<file path="src/rtl/adc_ser_pkg.sv">
`timescale 1ns/1ps
// Package: shared types and command-field positions for the serial converter port.
// Assumes a four-bit command following a single start bit.
package adc_ser_pkg;

    localparam int CMD_LEN = 4;

    // Order of the command bits after the start bit (the host relies on it).
    localparam int POS_MODE = 0;  // 1 = single-ended, 0 = pair
    localparam int POS_CHAN = 1;  // channel / sign
    localparam int POS_ORD  = 2;  // 1 = MSB-first only
    localparam int POS_PWR  = 3;  // 0 = power-down

    typedef enum logic [1:0] {
        CMD_HUNT,
        CMD_TAKE,
        CMD_DONE
    } cmd_st_t;

    typedef enum logic [2:0] {
        OUT_IDLE,
        OUT_ARMED,
        OUT_NULL,
        OUT_FWD,
        OUT_REV,
        OUT_FILL
    } out_st_t;

endpackage

</file>
<file path="src/rtl/adc_ser_sync.sv">
`timescale 1ns/1ps
// Module: multi-stage synchroniser for a bundle of asynchronous inputs.
// Assumes each input holds a level for more than STAGES+2 system clocks so
// that the bundle's members stay aligned after synchronisation.
module adc_ser_sync #(
    parameter int             W       = 3,
    parameter int             STAGES  = 2,
    parameter logic [W-1:0]   RST_VAL = '0
) (
    input  logic         clk,
    input  logic         rst_n,
    input  logic [W-1:0] d,
    output logic [W-1:0] q
);

    logic [STAGES-1:0][W-1:0] stg;

    // Shift the raw bundle through the stage chain.
    always_ff @(posedge clk) begin
        if (!rst_n) begin
            for (int i = 0; i < STAGES; i++) stg[i] <= RST_VAL;
        end else begin
            for (int i = STAGES - 1; i > 0; i--) stg[i] <= stg[i-1];
            stg[0] <= d;
        end
    end

    assign q = stg[STAGES-1];

endmodule

</file>
<file path="src/rtl/adc_ser_edges.sv">
`timescale 1ns/1ps
// Module: single-cycle event strobes from the synchronised serial clock and select.
// Assumes inputs are already synchronous to clk.
module adc_ser_edges (
    input  logic clk,
    input  logic rst_n,
    input  logic sclk_s,
    input  logic cs_n_s,
    output logic cs_act,
    output logic cs_fall,
    output logic sclk_rise,
    output logic sclk_fall
);

    logic sclk_prev;
    logic cs_act_prev;

    // Remember last cycle's levels for edge detection.
    always_ff @(posedge clk) begin
        if (!rst_n) begin
            sclk_prev   <= 1'b0;
            cs_act_prev <= 1'b0;
        end else begin
            sclk_prev   <= sclk_s;
            cs_act_prev <= cs_act;
        end
    end

    assign cs_act    = !cs_n_s;
    assign cs_fall   = cs_act && !cs_act_prev;
    assign sclk_rise = sclk_s && !sclk_prev;
    assign sclk_fall = !sclk_s && sclk_prev;

endmodule

</file>
<file path="src/rtl/adc_ser_cmd.sv">
`timescale 1ns/1ps
// Module: start-bit hunt and command capture.
// Hunts for the first one after select falls, then takes CMD_LEN bits.
// Drives the input routing and power-down status, and a capture strobe for the
// power bit. Assumes cs_act low forces an immediate return to hunting.
module adc_ser_cmd
    import adc_ser_pkg::*;
(
    input  logic clk,
    input  logic rst_n,
    input  logic cs_act,
    input  logic cs_fall,
    input  logic sclk_rise,
    input  logic din_s,
    output logic pos_ch,
    output logic neg_gnd,
    output logic shutdown,
    output logic cap_pwr,
    output logic pwr_bit,
    output logic ord_bit
);

    localparam int CW = $clog2(CMD_LEN);

    cmd_st_t        st;
    logic [CW-1:0]  cnt;
    logic           mode_q;
    logic           take_now;

    assign take_now = cs_act && sclk_rise && (st == CMD_TAKE);
    assign cap_pwr  = take_now && (cnt == CW'(POS_PWR));
    assign pwr_bit  = din_s;

    // Command phase sequencing and field capture.
    always_ff @(posedge clk) begin
        if (!rst_n) begin
            st      <= CMD_HUNT;
            cnt     <= '0;
            mode_q  <= 1'b0;
            ord_bit <= 1'b0;
        end else if (!cs_act) begin
            st  <= CMD_HUNT;
            cnt <= '0;
        end else if (sclk_rise) begin
            case (st)
                CMD_HUNT: begin
                    if (din_s) begin
                        st  <= CMD_TAKE;
                        cnt <= '0;
                    end
                end
                CMD_TAKE: begin
                    cnt <= cnt + 1'b1;
                    if (cnt == CW'(POS_MODE)) mode_q  <= din_s;
                    if (cnt == CW'(POS_ORD))  ord_bit <= din_s;
                    if (cnt == CW'(POS_PWR))  st      <= CMD_DONE;
                end
                default: ;
            endcase
        end
    end

    // Input routing, updated when the channel bit is taken.
    always_ff @(posedge clk) begin
        if (!rst_n) begin
            pos_ch  <= 1'b0;
            neg_gnd <= 1'b1;
        end else if (take_now && (cnt == CW'(POS_CHAN))) begin
            pos_ch  <= din_s;
            neg_gnd <= mode_q;
        end
    end

    // Power-down status: set on a zero power bit, cleared by the next select fall.
    always_ff @(posedge clk) begin
        if (!rst_n) begin
            shutdown <= 1'b0;
        end else if (cs_fall) begin
            shutdown <= 1'b0;
        end else if (cap_pwr && !din_s) begin
            shutdown <= 1'b1;
        end
    end

endmodule

</file>
<file path="src/rtl/adc_ser_out.sv">
`timescale 1ns/1ps
// Module: result serialiser.
// Latches the word on the power-bit capture, then on falling serial edges sends
// a null bit, the word MSB-first, optionally bits 1..MSB in ascending order,
// then zeros. Power-down replaces the word by all ones and forces the
// MSB-only order. Assumes cap_pwr and sclk_fall never coincide.
module adc_ser_out
    import adc_ser_pkg::*;
#(
    parameter int RES_W = 12
) (
    input  logic             clk,
    input  logic             rst_n,
    input  logic             cs_act,
    input  logic             sclk_fall,
    input  logic             cap_pwr,
    input  logic             pwr_bit,
    input  logic             ord_bit,
    input  logic [RES_W-1:0] result,
    output logic             dout,
    output logic             dout_oe
);

    localparam int IW = $clog2(RES_W);

    out_st_t           st;
    logic [RES_W-1:0]  word;
    logic [IW-1:0]     idx;
    logic              rev_q;

    // Output sequencing on falling serial edges.
    always_ff @(posedge clk) begin
        if (!rst_n) begin
            st      <= OUT_IDLE;
            word    <= '0;
            idx     <= '0;
            rev_q   <= 1'b0;
            dout    <= 1'b0;
            dout_oe <= 1'b0;
        end else if (!cs_act) begin
            st      <= OUT_IDLE;
            dout    <= 1'b0;
            dout_oe <= 1'b0;
        end else if (cap_pwr) begin
            word  <= pwr_bit ? result : '1;
            rev_q <= pwr_bit && !ord_bit;
            st    <= OUT_ARMED;
        end else if (sclk_fall) begin
            case (st)
                OUT_ARMED: begin
                    st      <= OUT_NULL;
                    dout    <= 1'b0;
                    dout_oe <= 1'b1;
                end
                OUT_NULL: begin
                    st   <= OUT_FWD;
                    idx  <= IW'(RES_W - 1);
                    dout <= word[RES_W-1];
                end
                OUT_FWD: begin
                    if (idx == '0) begin
                        if (rev_q) begin
                            st   <= OUT_REV;
                            idx  <= IW'(1);
                            dout <= word[1];
                        end else begin
                            st   <= OUT_FILL;
                            dout <= 1'b0;
                        end
                    end else begin
                        idx  <= idx - 1'b1;
                        dout <= word[idx - 1'b1];
                    end
                end
                OUT_REV: begin
                    if (idx == IW'(RES_W - 1)) begin
                        st   <= OUT_FILL;
                        dout <= 1'b0;
                    end else begin
                        idx  <= idx + 1'b1;
                        dout <= word[idx + 1'b1];
                    end
                end
                OUT_FILL: dout <= 1'b0;
                default: ;
            endcase
        end
    end

endmodule

</file>
<file path="src/rtl/adc_ser_if.sv">
`timescale 1ns/1ps
// Module: top of the serial command/result port of a two-channel converter.
// Synchronises the host pins, derives edge strobes, decodes the command and
// serialises the result. Assumes each serial-clock level lasts more than
// SYNC_STAGES+2 system clocks.
module adc_ser_if #(
    parameter int RES_W       = 12,
    parameter int SYNC_STAGES = 2
) (
    input  logic             clk,
    input  logic             rst_n,
    input  logic             sclk,
    input  logic             cs_n,
    input  logic             din,
    input  logic [RES_W-1:0] result,
    output logic             dout,
    output logic             dout_oe,
    output logic             pos_ch,
    output logic             neg_gnd,
    output logic             shutdown
);

    logic [2:0] pins_s;
    logic       cs_act;
    logic       cs_fall;
    logic       sclk_rise;
    logic       sclk_fall;
    logic       cap_pwr;
    logic       pwr_bit;
    logic       ord_bit;

    adc_ser_sync #(
        .W       (3),
        .STAGES  (SYNC_STAGES),
        .RST_VAL (3'b010)
    ) u_sync (
        .clk   (clk),
        .rst_n (rst_n),
        .d     ({sclk, cs_n, din}),
        .q     (pins_s)
    );

    adc_ser_edges u_edges (
        .clk       (clk),
        .rst_n     (rst_n),
        .sclk_s    (pins_s[2]),
        .cs_n_s    (pins_s[1]),
        .cs_act    (cs_act),
        .cs_fall   (cs_fall),
        .sclk_rise (sclk_rise),
        .sclk_fall (sclk_fall)
    );

    adc_ser_cmd u_cmd (
        .clk       (clk),
        .rst_n     (rst_n),
        .cs_act    (cs_act),
        .cs_fall   (cs_fall),
        .sclk_rise (sclk_rise),
        .din_s     (pins_s[0]),
        .pos_ch    (pos_ch),
        .neg_gnd   (neg_gnd),
        .shutdown  (shutdown),
        .cap_pwr   (cap_pwr),
        .pwr_bit   (pwr_bit),
        .ord_bit   (ord_bit)
    );

    adc_ser_out #(
        .RES_W (RES_W)
    ) u_out (
        .clk       (clk),
        .rst_n     (rst_n),
        .cs_act    (cs_act),
        .sclk_fall (sclk_fall),
        .cap_pwr   (cap_pwr),
        .pwr_bit   (pwr_bit),
        .ord_bit   (ord_bit),
        .result    (result),
        .dout      (dout),
        .dout_oe   (dout_oe)
    );

endmodule

</file>
<file path="config.mk">
export PLATFORM = sky130hd
export DESIGN_NAME = adc_ser_if
export DESIGN_NICKNAME = d
export VERILOG_FILES = /design/src/rtl/adc_ser_pkg.sv /design/src/rtl/adc_ser_sync.sv /design/src/rtl/adc_ser_edges.sv /design/src/rtl/adc_ser_cmd.sv /design/src/rtl/adc_ser_out.sv /design/src/rtl/adc_ser_if.sv
export SDC_FILE = /design/constraint.sdc
export NUM_CORES = 1
export LEC_CHECK = 0
export BUFFER_PORTS_ARGS = -buffer_cell sky130_fd_sc_hd__buf_2
export CAP_MARGIN = 20
export CELL_PAD_IN_SITES_DETAIL_PLACEMENT = 1
export CELL_PAD_IN_SITES_GLOBAL_PLACEMENT = 1
export CORE_UTILIZATION = 35
export CTS_BUF_LIST = sky130_fd_sc_hd__clkbuf_8
export DETAILED_ROUTE_END_ITERATION = 10
export GPL_ROUTABILITY_DRIVEN = 1
export PLACE_DENSITY_LB_ADDON = 0.08
export RECOVER_POWER = 25
export SLEW_MARGIN = 10
export SYNTH_ARGS = -nofsm -noshare
export SYNTH_HDL_FRONTEND = slang
export SYNTH_SLANG_ARGS = --single-unit
</file>
<file path="constraint.sdc">
create_clock -name clk -period 2.9 [get_ports clk]
set_input_delay 0.29 -clock clk [delete_from_list [all_inputs] [get_ports clk]]
set_output_delay 0.29 -clock clk [all_outputs]
set_load 0.01 [all_outputs]
</file>
After elaboration in Yosys (flattened, before gate mapping)
Cells that the tools add are included.
W data, S select, Z words.

cells by class
  $add $sub $neg = 3
  order comparisons = 2
  eq/ne operators = 18
  muxes and demuxes = 24
  bitwise operators = 3
  reductions and logical operators = 38

operators by type and width
  kind                   number
  $reduce_and A4 Y1      5
  $mux W12               1
  $mux W4                3
  $pmux W3 S4            1
  $pmux W4 S3            1
  $lt A4 B5 Y1 const B   2
  $logic_and A1 B1 Y1    9
  $ne A3 B2 Y1 const B   3
  $reduce_and A3 Y1      3
  $bmux W1 S4            2
  $mux W1                8
  $pmux W2 S2            2
  $reduce_bool A4 Y1     2
  $eq A3 B2 Y1 const B   2
  $eq A3 B3 Y1 const B   2
  $logic_not A1 Y1       6
  $mux W2                3
  $mux W3                2
  $ne A2 B2 Y1 const B   3
  $reduce_and A6 Y1      1
  $reduce_or A2 Y1       3
  $reduce_bool A5 Y1     1
  $add A4 B1 Y4 const B  1
  $eq A2 B1 Y1 const B   2
  other kinds (14)       20

word-level totals
  flip-flop bits (word level) = 39
  bits of input ports = 17
  output and inout port bits = 5

Depth between registers and ports, before layout
Gate-level depths: netlist of the first run.

  word-level depth = 7
  gate-level depth with buffers = 9
  depth with buffers taken out = 7

Cells and area by module
A second synthesis of the first run with hierarchy kept.

second synthesis, totals
  cell total of the unflattened synthesis = 241
  area, all modules = 2124.5 um2

modules (own cells, without submodules)
  module         instances  cells each  area each (um2)  seq. area each (um2)
  adc_ser_out    1          168         1432.6           440.4
  adc_ser_cmd    1          50          439.2            180.2
  adc_ser_sync   1          15          180.2            120.1
  adc_ser_edges  1          8           72.6             40.0

Worst setup path before layout of the first run
OpenSTA, ideal clock, no wires.

  kind = flip-flop to flip-flop
  from = register u_out.idx[0]
  to = register u_out.dout
  setup time = 0.124 ns
  data arrival time = 2.062 ns
  data required time = 2.776 ns
  slack = 0.714 ns
  cell stages (with the launch flop) = 9
  path buffers = 2
  period minus slack after synthesis = 2.186 ns
  cell sequence = dfxtp_1 > buf_2 > inv_1 > ha_1 > buf_2 > mux4_2 > nor4b_1 > nor4_1 > a21oi_1

on the way
  cells in the longest elaborated chain, start to end = 5

ends and longest elaborated chain
  element                                                RTL line                              text
  from (decl)                                            adc_ser_out.sv:28                     logic [IW-1:0] idx;
  from (signal assigned)                                 adc_ser_out.sv:57                     idx <= IW'(RES_W - 1);
  from (signal assigned)                                 adc_ser_out.sv:71                     idx <= idx - 1'b1;
  from (signal assigned)                                 adc_ser_out.sv:80                     idx <= idx + 1'b1;
  $add A4 B1 Y4 / $sub A4 B1 Y4 (equally long branches)  adc_ser_out.sv:81, adc_ser_out.sv:72
  $bmux W1 S4 (on tied branches)                         adc_ser_out.sv:81, adc_ser_out.sv:72
  $mux W1 (on tied branches)                             adc_ser_out.sv:81, adc_ser_out.sv:72
  $mux W1 (on tied branches)                             adc_ser_out.sv:76, adc_ser_out.sv:61
  $pmux W1 S4 (*)                                        adc_ser_out.sv:49                     case (st)
  to (signal assigned)                                   adc_ser_out.sv:58                     dout <= word[RES_W-1];
  to (signal assigned)                                   adc_ser_out.sv:72                     dout <= word[idx - 1'b1];
  to (signal assigned)                                   adc_ser_out.sv:81                     dout <= word[idx + 1'b1];
  to (decl)                                              adc_ser_out.sv:20                     output logic dout,

Every way passes the cells marked *; elsewhere a longest branch is shown, timed or not. The select of a mux whose other input is x is not followed.
A chain may end at the register's enable or synchronous reset.

Final worst setup path of the first run
  from = register u_out.idx[1]
  to = register u_out.dout

The elaborated chain is that of the path after synthesis.

==> run metrics, run 1 <==
FF/Latch Area 781 um2; Mapped Cells 232; most frequent cells in the layout 39 x dfxtp_1, 30 x nor2_1, 21 x inv_1, 16 x buf_2; post-synth top area cell dfxtp_1; initial core utilization 36.9%; Hold Crit Depth 2; DIE AREA 6200 um2; status finished clean; most common cell after layout, fill and taps aside dfxtp_1; Buffers on Ports 21; clock sinks 39; Cell Chain, Critical Path inv_1, ha_1, mux4_2, nor4b_1, nor4_1, a21oi_1; Rel. slew slack 51.0%; setup_tns 0 ns; Final setup viols 0; Post-CTS Resized 0; fin area 2300 um2; vias per cell 5.27; CTS clk-pin slew, worst paths 0.09 ns; critical path endpoint category register; core area 5570 um2; # diodes 0; CP max FO 8; nets 269; largest net degree at the start of global routing 26; P_leak 0.825 nW; hold path startpoint cs_n; total power per unit cell area 458 nW/um2; Iteration-0 DRC Markers 70; gp weighted congestion 0.766; largest cells by area after synthesis dfxtp_1 38%, a311oi_1 6.0%, mux4_2 5.5%, nor2_1 5.5%, inv_1 3.8%; final core area utilization 41.2%; Die Y 78.7 um; CTS tree done; Final Critical Period 2.13 ns; final hold vios 0; footprint of the multi-input gates 1120 um2; CP delay by family, top multiplexers; Reg-to-Reg End u_out.dout$_SDFFE_PP0P_; max-cap viol count 0; Core Rows 27; DP Area 2190 um2; max incr delay on CP 0.56 ns; DRC violations left 0; most used flip-flop cell after synthesis dfxtp_1; Post-CTS Setup Inserts 0; Worst Hold End u_sync.stg[1]$_SDFF_PN1_; GR Util All Layers 17.3%; EDFF count, synth 0; Reg-to-Reg Start u_out.idx[1]$_SDFFE_PN0P_; Num CTS Buffers 5; Max Transition Viols Final 0; Crit path buffers/inverters 1; post-synthesis net count 255; synthesized flop and latch total 39; DRT Wirelength 4660 um; DR vias 1682; f_max 0.469 GHz; Critical Path AT 2.32 ns; Horiz. Die Dim 78.7 um; first-pass GRT wire length 8290 um; startpoint types register; R2R Setup Slk 0.77 ns; initial antenna violation count 0; layout filler cell count 660; reg2reg path depth 6; sequential share of the synthesized area 37.9%; Post-CTS Hold Buffers 0; clock tree buffer depth 2; Final HPWL DP 3330 um; RSZ-0062 raised after global routing false; root buffer cell clkbuf_8; Ys Warns 0; share of cells above drive strength 1 17.0%; HP Class primary input to register; Worst-Skew Late Latency 0.29 ns; Clock Skew 0.0154 ns; Tcrit/Tclk final 73.6%; total gr overflow 0; Yosys top cell area share 37.9%; Final ANT Viol Nets 0; syn avg cell area 8.88 um2; Tightest Pin Transition 0.735 ns; synth unique cells 45; Avg WL per Cell 14.6 um; worst hold slack 0.192 ns; vias in the first global route 1682; Critical-path top delay cell mux4_2; router iterations before antenna repair 4; Boundary Pins 22; Setup CP Type register to register; area delta synth->final 11.5%; ys async rst share 0%; Design Power 1.05 mW; Critical Path RT 3.09 ns; H-tree levels 2; worst vdd ir 0.184 mV; Syn Std Cell Area 2060 um2
-- cell usage after synthesis (6+ instances only) --
master	number
clkbuf_1	6
nand2_1	13
ha_1	6
nor3_1	6
inv_1	21
nand3_1	8
buf_2	6
nor2_1	30
dfxtp_1	39
and2_1	7
a21oi_1	14
a311oi_1	14
-- metrics by stage --
step | setup WS (ns) | instances
final | 0.766 | 319
after global routing | 0.608 | 319
after CTS | 0.761 | 319
after detailed placement | 0.771 | 311
after global placement | 0.806 | 311
after floorplan | 0.714 | 232
-- worst max path at each step --
stage / from / endpoint / cells after the start
final: u_out.idx[1]$_SDFFE_PN0P_ / u_out.dout$_SDFFE_PP0P_ / 6
after global routing: u_out.idx[1]$_SDFFE_PN0P_ / u_out.dout$_SDFFE_PP0P_ / 7
after CTS: u_out.idx[1]$_SDFFE_PN0P_ / u_out.dout$_SDFFE_PP0P_ / 6
after detailed placement: u_out.idx[1]$_SDFFE_PN0P_ / u_out.dout$_SDFFE_PP0P_ / 6
after global placement: u_out.idx[1]$_SDFFE_PN0P_ / u_out.dout$_SDFFE_PP0P_ / 7
after floorplan: u_out.idx[0]$_SDFFE_PN0P_ / u_out.dout$_SDFFE_PP0P_ / 8
-- kinds of logic (layout without fill, tap and decap cells) --
logic type               after synthesis  after routing  share of synthesized area (%)
AO/OA/AOI/OAI                         45             45                           15.4
XOR/XNOR                               4              4                           1.70
adder cells (fa/ha/maj)                6              6                           3.65
buffers and inverters                 37             52                           7.90
flip-flops                            39             39                           37.9
multiplexers                          10             10                           8.20
AND/OR/NAND/NOR                       91             91                           25.2
-- area by class of cell --
cell class              count  area share [%]
well taps                  72            3.92
repair buffers             23            4.96
inverters                  21            3.43
clock inverters             2            1.53
flip-flops and latches     39            34.0
clock buffers               6            3.59
multi-input cells         156            48.6
-- sequential cells by signal, summed over array words and instances, names as in the netlist, 2 cells and up --
register    flops
u_out.word     12
u_out.idx       4
u_out.st        3
u_sync.q        3
u_sync.stg      3
u_cmd.cnt       2
u_cmd.st        2
-- metal layers --
metal | track usage, % | up-vias | share of wire, %
li1 | - | 844 | -
met5 | 0 | - | 0
met4 | 5.00 | 0 | 0.81
met3 | 3.56 | 2 | 3.1
met1 | 24.3 | 812 | 53
met2 | 26.3 | 24 | 43
-- where the power goes --
| part | internal, mW | leakage, nW | switching (mW) | total [mW] |
|---|---|---|---|---|
| logic | 0.0126 | 0.449 | 0.0157 | 0.0283 |
| clock network | 0.279 | 0.0612 | 0.200 | 0.479 |
| registers | 0.540 | 0.316 | 0.00610 | 0.546 |
(Power assumes the default switching activity.)
==> run 2: changes to the inputs <==
Clock period 2.9 ns to 2 ns, I/O delays scaled along.
==> run 2 against run 1 <==
Compared with the run above: clock skew decreased by 0.0084 ns; core utilization increased by 2.2 points; worst hold slack got worse by 0.10 ns; critical endpoint unchanged; power increased by 37%; first-iteration DRC count increased by 7.1%; non-clock buffer count increased by 16; global-route usage increased by 0.25 points.
==> run metrics, run 2 (synthesis results as in run 1) <==
status finished clean; Top reg by flops u_out.word; Critical-path top delay cell mux4_2; Num CTS Buffers 5 (unchanged); Critical Path RT 2.19 ns (-0.90 ns); Rel. slew slack 52.0% (+1.0 points); Core Rows 27 (unchanged); Critical Path AT 2.08 ns (-0.24 ns); initial antenna violation count 0 (unchanged); Max Transition Viols Final 0 (unchanged); Avg WL per Cell 14.7 um (+0.64%); Tcrit/Tclk final 94.5% (+21 points); clock sinks 39 (unchanged); # diodes 0 (unchanged); max incr delay on CP 0.49 ns (-0.07 ns); critical path endpoint category register; Largest regs u_out.word: 12 flops, u_out.idx: 4 flops; Design Power 1.44 mW (+37%); FF/Latch Area 782 um2 (+0.16%); setup_tns 0 ns (unchanged); Final setup viols 0 (unchanged); total power per unit cell area 595 nW/um2 (+30%); CP max FO 6 (-2); footprint of the multi-input gates 1130 um2 (+1.1%); Tightest Pin Transition 0.719 ns (-0.0154 ns); Iteration-0 DRC Markers 75 (+7.1%); P_leak 0.905 nW (+9.6%); total gr overflow 0 (unchanged); CTS clk-pin slew, worst paths 0.08 ns (about the same); DIE AREA 6200 um2 (unchanged); Horiz. Die Dim 78.7 um (unchanged); DRC violations left 0 (unchanged); clock tree buffer depth 2 (unchanged); max FFs per register 12 (unchanged); Final Critical Period 1.89 ns (-0.243 ns); vias in the first global route 1701 (+1.1%); core area 5570 um2 (unchanged); most frequent cells in the layout 38 x dfxtp_1, 30 x nor2_1, 21 x inv_1, 18 x buf_2, 18 x buf_4; vias per cell 5.17 (-1.9%); CTS tree done; Buffers on Ports 21 (unchanged); Die Y 78.7 um (unchanged); nets 285 (+5.9%); worst hold slack 0.0906 ns (-0.102 ns); most common cell after layout, fill and taps aside dfxtp_1; DRT Wirelength 4930 um (+5.7%); share of cells above drive strength 1 23.6% (+6.6 points); max-cap viol count 0 (unchanged); HP Class primary input to register; final hold vios 0 (unchanged); Setup CP Type register to register; f_max 0.529 GHz (+13%); Cell Chain, Critical Path inv_1, ha_4, mux4_2, nor4b_1, nor4_1, a21oi_1; largest net degree at the start of global routing 26 (unchanged); Boundary Pins 22 (unchanged); Post-CTS Hold Buffers 0 (unchanged); Worst-Skew Late Latency 0.30 ns (about the same); GR Util All Layers 17.5% (+0.25 points); layout filler cell count 692 (+4.8%); Clock Skew 0.00698 ns (-0.00840 ns); area delta synth->final 17.5%; router iterations before antenna repair 4 (unchanged); H-tree levels 2 (unchanged); first-pass GRT wire length 8260 um (-0.33%); gp weighted congestion 0.784 (+2.4%); Final ANT Viol Nets 0 (unchanged); root buffer cell clkbuf_8; startpoint types register; DR vias 1733 (+3.0%); Final HPWL DP 3610 um (+8.4%); worst vdd ir 0.388 mV (+110%); initial core utilization 36.9% (unchanged)
## run 2: what timing repair did
action                     CTS  global route
buffers inserted             0             1
setup endpoints to repair    1             2
pin swaps                    0             1
resized for setup            1             1
## run 2: worst max-delay path, delay by kind of cell (launching register included)
| family | cells | cell delay, ns |
|---|---|---|
| adders and majority gates | 1 | 0.33 |
| buffers and inverters | 1 | 0.09 |
| DFF | 1 | 0.37 |
| muxes | 1 | 0.49 |
| and+or+nand+nor | 2 | 0.39 |
| AOI/OAI and AO/OA | 1 | 0.11 |
## run 2: layout make-up
type	count	share of cell area, %
Multi-Input combinational cell	156	46.6
Sequential cell	39	32.3
Timing Repair Buffer	39	9.77
Clock buffer	7	3.98
Tap cell	72	3.72
Inverter	21	3.26
Clock inverter	1	0.310
## run 2: per-layer routing
layer	global-route usage, %	routed length [um]	vias to the layer above	share of wire [%]
met3	3.79	113	6	2.3
met1	23.7	2550	833	52
met5	0	0	-	0
met2	27.1	2190	20	44
met4	6.67	75	0	1.5
li1	-	-	874	-
## run 2: metrics by stage
step	setup slack (ns)	instances	utilization (%)	cell area, um2
2_1_floorplan	0.00590	232	-	2070
5_1_grt	-0.00970	335	43.4	2420
6_report	0.109	335	43.4	2420
4_1_cts	0.0398	334	43.2	2410
3_5_place_dp	-0.00491	326	41.3	2300
3_3_place_gp	0.0344	326	41.3	2300
## run 2: worst paths after layout
kind | start | endpoint | slack [ns] | cells after the start
worst max register to register | u_out.idx[0]$_SDFFE_PN0P_ | u_out.dout$_SDFFE_PP0P_ | 0.11 | 6
worst max-delay path | u_out.idx[0]$_SDFFE_PN0P_ | u_out.dout$_SDFFE_PP0P_ | 0.11 | 6
worst min-delay path | cs_n | u_sync.stg[1]$_SDFF_PN1_ | 0.09 | 2
worst min register to register | u_sync.stg[1]$_SDFF_PN1_ | u_sync.q[1]$_SDFF_PN1_ | 0.42 | 1
## run 2: where the power goes
group	internal, mW	total (mW)	leakage, nW	switching, mW
Combinational	0.0199	0.0472	0.538	0.0273
Clock	0.314	0.606	0.0505	0.292
Sequential	0.782	0.787	0.316	0.00446
Total	1.12	1.44	0.905	0.324
